### config.mk
export PLATFORM = sky130hd
export DESIGN_NAME = ptw_walker
export DESIGN_NICKNAME = d
export VERILOG_FILES = /design/src/rtl/ptw_pkg.sv /design/src/rtl/ptw_front.sv /design/src/rtl/ptw_perm.sv /design/src/rtl/ptw_walker.sv
export SDC_FILE = /design/constraint.sdc
export NUM_CORES = 1
export LEC_CHECK = 0
export ABC_AREA = 1
export CORE_ASPECT_RATIO = 0.8
export CORE_MARGIN = 5
export CORE_UTILIZATION = 26
export CTS_CLUSTER_DIAMETER = 150
export DETAILED_ROUTE_END_ITERATION = 16
export PLACE_DENSITY = 0.58
export REMOVE_ABC_BUFFERS = 1
export SKIP_CTS_REPAIR_TIMING = 1
export SYNTH_ARGS = -nofsm -noshare
export SYNTH_HDL_FRONTEND = slang
export SYNTH_HIERARCHICAL = 1
export SYNTH_SLANG_ARGS = --single-unit
### constraint.sdc
create_clock -name clk -period 3.3 [get_ports clk]
set_input_delay 0.66 -clock clk [delete_from_list [all_inputs] [get_ports clk]]
set_output_delay 0.66 -clock clk [all_outputs]
set_load 0.01 [all_outputs]
### src/rtl/ptw_pkg.sv
package ptw_pkg;
    // Fixed entry width and entry bit positions the walk decodes
    localparam int PTE_W    = 64;
    localparam int PTE_V    = 0;
    localparam int PTE_FOR  = 1;
    localparam int PTE_FOW  = 2;
    localparam int PTE_FOE  = 3;
    localparam int PTE_KRE  = 8;
    localparam int PTE_KWE  = 12;
    localparam int MODE_W   = 2;
    localparam int PERM_W   = 3;
    localparam int PERM_R   = 0;
    localparam int PERM_W_B = 1;
    localparam int PERM_X   = 2;

    typedef enum logic [2:0] {
        FLT_NONE = 3'd0,
        FLT_ACV  = 3'd1,
        FLT_TNV  = 3'd2,
        FLT_FOR  = 3'd3,
        FLT_FOW  = 3'd4,
        FLT_FOE  = 3'd5
    } ptw_fault_e;

    typedef enum logic [2:0] {
        ST_IDLE,
        ST_L1,
        ST_L2,
        ST_L3,
        ST_DONE
    } ptw_state_e;
endpackage

### src/rtl/ptw_front.sv
module ptw_front
    import ptw_pkg::*;
#(
    parameter int VA_W      = 64,
    parameter int VIRT_BITS = 43,
    parameter int PA_W      = 64
) (
    input  logic [VA_W-1:0]   va,
    input  logic [MODE_W-1:0] mode,
    output logic              canon,
    output logic              sp_hit,
    output logic              acv,
    output logic [PA_W-1:0]   sp_pa
);
    // Superpage selector sits just below the top implemented bit
    localparam int SP_SEL_LO = VIRT_BITS - 2;
    localparam int SP_LOW_W  = VIRT_BITS - 3;
    localparam int SP_MOVED  = SP_LOW_W + 3;

    logic [VA_W-VIRT_BITS:0] upper;

    always_comb begin
        upper  = va[VA_W-1:VIRT_BITS-1];
        canon  = (&upper) | ~(|upper);
        sp_hit = canon & va[VA_W-1] & (va[SP_SEL_LO +: 2] == 2'b10);
        acv    = ~canon | (sp_hit & (mode != '0));
        sp_pa  = '0;
        sp_pa[SP_LOW_W-1:0] = va[SP_LOW_W-1:0];
        sp_pa[SP_MOVED]     = va[SP_LOW_W];
    end
endmodule

### src/rtl/ptw_perm.sv
module ptw_perm
    import ptw_pkg::*;
(
    input  logic [PTE_W-1:0]  pte,
    input  logic [MODE_W-1:0] mode,
    input  logic [PERM_W-1:0] need,
    output ptw_fault_e        fault,
    output logic [PERM_W-1:0] perm
);
    logic [PERM_W-1:0] grant;
    logic [PERM_W-1:0] kept;
    logic              rd_en;
    logic              wr_en;

    always_comb begin
        rd_en = pte[PTE_KRE + int'(mode)];
        wr_en = pte[PTE_KWE + int'(mode)];
        grant = '0;
        grant[PERM_R]   = rd_en;
        grant[PERM_X]   = rd_en;
        grant[PERM_W_B] = wr_en;
        kept  = grant & ~pte[PTE_FOE:PTE_FOR];
        perm  = '0;
        if (!pte[PTE_V]) begin
            fault = FLT_TNV;
        end else if ((grant & need) == '0) begin
            fault = FLT_ACV;
        end else if ((kept & need) == '0) begin
            if (need[PERM_X])        fault = FLT_FOE;
            else if (need[PERM_W_B]) fault = FLT_FOW;
            else                     fault = FLT_FOR;
        end else begin
            fault = FLT_NONE;
            perm  = kept;
        end
    end
endmodule

### src/rtl/ptw_walker.sv
module ptw_walker
    import ptw_pkg::*;
#(
    parameter int VA_W      = 64,
    parameter int PA_W      = 64,
    parameter int PG_BITS   = 13,
    parameter int IDX_W     = 10,
    parameter int VIRT_BITS = 43
) (
    input  logic              clk,
    input  logic              rst_n,
    input  logic              req_valid,
    output logic              req_ready,
    input  logic [VA_W-1:0]   req_va,
    input  logic [1:0]        req_acc,
    input  logic [1:0]        req_mode,
    input  logic [PA_W-1:0]   ptbr,
    output logic              mem_req_valid,
    output logic [PA_W-1:0]   mem_req_addr,
    input  logic              mem_rsp_valid,
    input  logic [PTE_W-1:0]  mem_rsp_data,
    output logic              done_valid,
    output logic [PA_W-1:0]   done_pa,
    output logic [2:0]        done_perm,
    output logic [2:0]        done_fault
);
    localparam int ENT_SH = 3;
    localparam int FR_W   = PTE_W / 2;
    localparam int L1_LO  = PG_BITS + 2 * IDX_W;
    localparam int L2_LO  = PG_BITS + IDX_W;
    localparam int L3_LO  = PG_BITS;

    ptw_state_e         state, state_nx;
    logic [VA_W-1:0]    va_q;
    logic [MODE_W-1:0]  mode_q;
    logic [PERM_W-1:0]  need_q;
    logic [PA_W-1:0]    base_q;
    logic [PA_W-1:0]    pa_q;
    logic [PERM_W-1:0]  perm_q;
    ptw_fault_e         fault_q;

    logic               f_canon, f_sp, f_acv;
    logic [PA_W-1:0]    f_pa;
    ptw_fault_e         l3_fault;
    logic [PERM_W-1:0]  l3_perm;
    logic [PERM_W-1:0]  need_d;
    logic [IDX_W-1:0]   idx;
    logic [PA_W-1:0]    rsp_base;
    logic               rsp_bad;

    ptw_front #(.VA_W(VA_W), .VIRT_BITS(VIRT_BITS), .PA_W(PA_W)) u_front (
        .va(req_va), .mode(req_mode), .canon(f_canon), .sp_hit(f_sp),
        .acv(f_acv), .sp_pa(f_pa)
    );

    ptw_perm u_perm (
        .pte(mem_rsp_data), .mode(mode_q), .need(need_q),
        .fault(l3_fault), .perm(l3_perm)
    );

    always_comb begin
        unique case (req_acc)
            2'd1:    need_d = 3'b010;
            2'd2:    need_d = 3'b100;
            default: need_d = 3'b001;
        endcase
        rsp_base = PA_W'(mem_rsp_data[PTE_W-1:FR_W]) << PG_BITS;
        rsp_bad  = ~mem_rsp_data[PTE_V] | ~mem_rsp_data[PTE_KRE];
    end

    // Next state
    always_comb begin
        state_nx = state;
        unique case (state)
            ST_IDLE: if (req_valid) state_nx = (f_acv | f_sp) ? ST_DONE : ST_L1;
            ST_L1:   if (mem_rsp_valid) state_nx = rsp_bad ? ST_DONE : ST_L2;
            ST_L2:   if (mem_rsp_valid) state_nx = rsp_bad ? ST_DONE : ST_L3;
            ST_L3:   if (mem_rsp_valid) state_nx = ST_DONE;
            ST_DONE: state_nx = ST_IDLE;
            default: state_nx = ST_IDLE;
        endcase
    end

    // State register
    always_ff @(posedge clk) begin
        if (!rst_n) state <= ST_IDLE;
        else        state <= state_nx;
    end

    // Walk datapath and result registers
    always_ff @(posedge clk) begin
        if (!rst_n) begin
            va_q    <= '0;
            mode_q  <= '0;
            need_q  <= 3'b001;
            base_q  <= '0;
            pa_q    <= '0;
            perm_q  <= '0;
            fault_q <= FLT_NONE;
        end else begin
            unique case (state)
                ST_IDLE: if (req_valid) begin
                    va_q    <= req_va;
                    mode_q  <= req_mode;
                    need_q  <= need_d;
                    base_q  <= ptbr;
                    pa_q    <= '0;
                    perm_q  <= '0;
                    fault_q <= FLT_NONE;
                    if (f_acv) begin
                        fault_q <= FLT_ACV;
                    end else if (f_sp) begin
                        pa_q   <= f_pa;
                        perm_q <= 3'b111;
                    end
                end
                ST_L1, ST_L2: if (mem_rsp_valid) begin
                    if (!mem_rsp_data[PTE_V])        fault_q <= FLT_TNV;
                    else if (!mem_rsp_data[PTE_KRE]) fault_q <= FLT_ACV;
                    else                             base_q  <= rsp_base;
                end
                ST_L3: if (mem_rsp_valid) begin
                    fault_q <= l3_fault;
                    perm_q  <= l3_perm;
                    if (l3_fault == FLT_NONE)
                        pa_q <= rsp_base | PA_W'(va_q[PG_BITS-1:0]);
                end
                default: ;
            endcase
        end
    end

    // Outputs
    always_comb begin
        unique case (state)
            ST_L1:   idx = va_q[L1_LO +: IDX_W];
            ST_L2:   idx = va_q[L2_LO +: IDX_W];
            default: idx = va_q[L3_LO +: IDX_W];
        endcase
        req_ready     = (state == ST_IDLE);
        mem_req_valid = (state == ST_L1) || (state == ST_L2) || (state == ST_L3);
        mem_req_addr  = base_q + (PA_W'(idx) << ENT_SH);
        done_valid    = (state == ST_DONE);
        done_pa       = pa_q;
        done_perm     = perm_q;
        done_fault    = fault_q;
    end

    // a non-canonical address finishes in the next cycle with an access violation
    a_r2_noncanon_acv: assert property (@(posedge clk) disable iff (!rst_n)
        (req_ready && req_valid && !f_canon) |=> (done_valid && done_fault == 3'd1));

    // a superpage completes without opening a memory read
    a_r3_superpage_no_read: assert property (@(posedge clk) disable iff (!rst_n)
        (req_ready && req_valid && f_sp) |=> (done_valid && !mem_req_valid));

    // a successful result grants the permission that was needed
    a_r9_grant_covers_need: assert property (@(posedge clk) disable iff (!rst_n)
        (done_valid && done_fault == 3'd0) |-> ((done_perm & need_q) != 3'b000));

    // an open read keeps its address until answered
    a_r10_addr_hold: assert property (@(posedge clk) disable iff (!rst_n)
        (mem_req_valid && !mem_rsp_valid) |=> (mem_req_valid && $stable(mem_req_addr)));

    // responses only arrive while a read is open
    a_r10_rsp_in_walk: assert property (@(posedge clk) disable iff (!rst_n)
        mem_rsp_valid |-> mem_req_valid);

    // the result is a single-cycle pulse
    a_r11_done_pulse: assert property (@(posedge clk) disable iff (!rst_n)
        done_valid |=> !done_valid);

    // faults carry no address and no permissions
    a_r11_fault_clear: assert property (@(posedge clk) disable iff (!rst_n)
        (done_valid && done_fault != 3'd0) |-> (done_pa == '0 && done_perm == 3'b000));
endmodule

Word-level counts from Yosys, hierarchy flattened
Index checks and enable logic that the tools add are counted.

Bits in registers: 185. Input bits: 200. Output and inout bits: 137. Word-level logic and storage cells: 111.

Add/sub/neg operators: 3. Magnitude comparators: 2. Equal/unequal tests: 16. Multiplexer cells: 47. Bitwise logic cells: 16. Reductions and logical operators: 19.

Operators with widths (count): $mux W64 (7); $pmux W64 S2 (2); $mux W44 (2); $mux W3 (24); $add A64 B13 Y64 (1); $lt A32 B8 Y1 const B (2); $or A45 B13 Y45 (1); $reduce_and A22 Y1 (1); $reduce_or A22 Y1 (1); $pmux W10 S2 (1); $ne A2 B2 Y1 const B (8); $bmux W1 S6 (2); $logic_not A3 Y1 (4); $pmux W3 S2 (2); $pmux W3 S4 (1); $add A4 B2 Y5 const A (2); $reduce_and A5 Y1 (2); $and A3 B3 Y3 (3); $pmux W3 S3 (1); $reduce_and A4 Y1 (2); $eq A3 B2 Y1 const B (2); $reduce_bool A2 Y1 (3); $mux W1 (5); $eq A2 B2 Y1 const B (2); other kinds (13) (22).

Depth between registers and ports, before layout
Word-level depth: 14. Gate-level depth with buffers: 21. Depth with buffers taken out: 19.

By module
Netlist, hierarchy kept.

Modules (own cells, without submodules): ptw_walker (instances 1, cells each 1602, area an instance 10204.8 um^2, seq. area each 3703.6 um^2); ptw_front (instances 1, cells each 111, area an instance 665.6 um^2, seq. area each 0.0 um^2); ptw_perm (instances 1, cells each 43, area an instance 254.0 um^2, seq. area each 0.0 um^2).

Worst setup path after synthesis
OpenSTA, ideal clock, no wires.

Path type: register to output. Start point: reg state[2]. End point: out mem_req_addr[15]. Data arrival time: 2.847 ns. Data required time: 2.640 ns. Path slack: -0.207 ns. Cell stages (with the launch flop): 20. Path buffers: 2. Cells stage by stage: dfxtp_1 > inv_2 > nand3_1 > nand2_1 > inv_2 > buf_2 > buf_2 > nand2_1 > o221ai_1 > ha_1 > inv_1 > fa_1 > inv_1 > nand3_1 > nand2_1 > nand2_1 > nand2_1 > nand2_1 > nand2_1 > xor2_1.

Cells in the longest elaborated chain, start to end: 3. Elaborated cells between the ends (all ways): 4. Classes of those cells: add/sub (1); eq/ne (2); mux (1).

Ends and longest elaborated chain: start, declared (RTL line ptw_walker.sv:33) `ptw_state_e state, state_nx;`; start signal, assigned (RTL line ptw_walker.sv:87) `else state <= state_nx;`; $eq A3 B2 Y1 / $eq A3 B1 Y1 (equally long branches) (RTL line ptw_walker.sv:135) `unique case (state)`; $pmux W10 S2 * (RTL line ptw_walker.sv:135); $add A64 B13 Y64 * (RTL line ptw_walker.sv:142) `mem_req_addr = base_q + (PA_W'(idx) << ENT_SH);`; end, declared (RTL line ptw_walker.sv:19) `output logic [PA_W-1:0] mem_req_addr,`.

Every way passes the cells marked *; elsewhere a longest branch is shown, timed or not.

Worst setup path in the final report
Start point: reg state[1]. End point: out mem_req_addr[41].

The elaborated chain is that of the path after synthesis.

==> reports/results.txt <==
initial drt markers: 894
Tightest Pin Transition: 1.10 ns
maxcap violations: 0
Pre-Repair DR Iteration Count: 5
FILL cells: 4492
Rel. slew slack: 26.4%
clock-pin transition on the worst setup and hold timing paths: 0.08 ns
H-tree depth: 4
final RePlAce weighted congestion: 0.934
Seq/Total Area, Yosys: 33.3%
Lkg Pwr: 7.25 nW
final worst slack: -0.415 ns
r2r setup slk: 0.93 ns
Worst setup SP type: flip-flop
origin of the critical flop-to-flop path: mode_q[0]
post-synth cell types: 44
Setup violations, final: 57
register area: 0.00371 mm^2
WP data arrival: 3.05 ns
area of the multi-input gates: 0.00680 mm^2
WHS Path Cells: 2
part of the cycle the worst path needs: 113%
Top delay family on crit path: simple AND/OR/NAND/NOR gates
reg2reg path depth: 16
failing checks: setup timing
Clock Skews: 0.0162 ns
vias after detailed routing: 12500
final hold vios: 0
CP Capture Type: output pin
core area: 0.0421 mm^2
Antenna Violating Nets Remaining: 0
min-delay src: va_q[2]
vias in the first global route: 12100
largest net degree at the start of global routing: 133
Async SR Flop Fraction: 0%
Synth Flop Type: dfxtp_1
crit path cell chain: inv_4, nand3_4, nand2_4, inv_8, buf_6, nand2_1, o221ai_2, ha_4, nand2_2, nor2_4, buf_4, nand2_2, nor3_4, buf_4, nand3_1, nand3_1, nand2_2, buf_2
Crit Reg-Reg Endpoint: done_pa[23]
DP Area: 0.0150 mm^2
TritonCTS clock tree: built
commonest non-fill, non-tap cell in the layout: nand2_1
Crit Path Class: flip-flop to output pin
clock sinks: 185
Die Height: 195 um
FF+latch count, synth: 185
chip width: 241 um
Hold WC Path Type: flip-flop to flip-flop
grt total ovfl: 0
count of flip-flops with a built-in enable after synthesis: 0
DR WL/cell: 18.5 um
Max VDD drop: 266 uV
Overall Global Routing Usage: 19.5%
Synth Cell Area: 0.0111 mm^2
warnings from Yosys: 6
Final HPWL DP: 37.2 mm
I/O Buffers: 316
CTS buffer count: 17
CP Data Required Time: 2.64 ns
Max Clk Rate: 0.269 GHz
Worst Path Buf+Inv: 6
first-pass GRT wire length: 71.3 mm
min Tclk post-route: 3.71 ns
DRC viols: 0
die area: 0.0470 mm^2
Cell Pwr Density: 373 mW/mm^2
clock latency on the worst-skew pair: 0.47 ns
Max Root-Sink Buffers: 2
Ports: 337
crit-path max cell delay: 0.37 ns
commonest cells after routing, fill and taps aside: nand2_1, clkdlybuf4s50_1, nor2_1
Rows: 67
most numerous cell on the critical path: nand2_2
Final TNS setup: -15.75 ns
maximum fanout along the worst path: 6
Design Area, Final: 0.0164 mm^2
slowest stage cell, crit path: dfxtp_4
syn_area_per_cell: 6.34 um^2
RSZ-0062 raised after global routing: yes
synthesized netlist cell count: 1756
hold path endpoint: va_q[2]
Slew Limit Fails: 0
Clock Root Buffer: clkbuf_16
status: finished, violations left
share of post-route cells with drive strength above 1: 16.6%
initial antenna violation count: 3
Post-Route WL: 49.0 mm
Syn-to-layout area delta: 47.3%
Layout Nets: 2300
Initial Util: 26.4%
Vias/cell: 4.73
[worst reg2reg max path: cells and delay by family (launching register included)]
kind	cells	cell delay [ns]
AO/OA/AOI/OAI	2	0.21
buffers and inverters	2	0.41
flip-flops	1	0.42
AND/OR/NAND/NOR	12	1.24
[cells in the mapped netlist, types with 24 or more instances]
cell type	number	area (um^2)
a21oi_1	128	641
buf_4	71	533
nor2_1	257	965
o21ai_1	24	120
o21ai_0	141	706
buf_2	32	160
dfxtp_1	185	3700
inv_1	148	556
nand3_1	99	495
nand2_1	460	1730
xor2_1	24	210
clkbuf_1	42	158
nand4_1	28	175
a22o_1	26	228
[power breakdown]
group,switching [mW],internal [mW]
registers,0.147,2.40
clock network,1.06,1.02
logic,0.791,0.703
total,2.00,4.12
[per-stage QoR]
step	setup slack (ns)	hold slack [ns]	total power, mW	cells	utilization [%]
6_report	-0.415	0.450	6.12	2653	38.9
5_1_grt	-0.545	0.481	6.43	2653	38.9
4_1_cts	-1.21	0.451	6.14	2626	37.0
3_5_place_dp	-0.689	0.441	4.04	2594	35.7
3_3_place_gp	-0.697	0.435	4.03	2594	35.7
2_1_floorplan	-0.943	0.424	3.12	1631	-
[flip-flops by register name (all words and copies together), names as in the netlist]
| name | flops |
|---|---|
| base_q | 64 |
| done_pa | 64 |
| va_q | 43 |
| done_fault | 3 |
| done_perm | 3 |
| need_q | 3 |
| state | 3 |
| mode_q | 2 |
[layer usage]
metal	GRT usage, %	part of all wire [%]	up-vias
li1	-	-	6242
met1	28.4	49	5839
met2	29.0	43	403
met3	5.02	6.7	60
met4	4.20	1.7	4
met5	0	0.045	-
[cell families after synthesis]
kind of cell	synth area share, %
buffers and inverters	13.1
adders and majority gates	1.53
xor gates and xnor gates	2.13
and+or+nand+nor	33.2
AOI/OAI and AO/OA	16.7
other	0.0337
DFF	33.3
[cell type report]
type	instances	area share [%]
Multi-Input combinational cell	1290	41.5
Clock inverter	14	0.909
Tap cell	552	4.22
Clock buffer	18	2.62
Sequential cell	185	22.7
Timing Repair Buffer	435	24.4
Antenna cell	1	0.0153
Inverter	158	3.71
[how the worst max path moves through the flow]
stage                   from               end  slack, ns  cells after the start
floorplan           state[2]  mem_req_addr[15]      -0.94                     17
global placement    state[0]  mem_req_addr[13]      -0.70                     14
detailed placement  state[0]  mem_req_addr[13]      -0.69                     14
CTS                 state[1]  mem_req_addr[13]      -1.21                     13
global route        state[2]  mem_req_addr[40]      -0.54                     19
finish              state[1]  mem_req_addr[41]      -0.41                     18
Note: power is estimated with default switching activity, not from simulation.
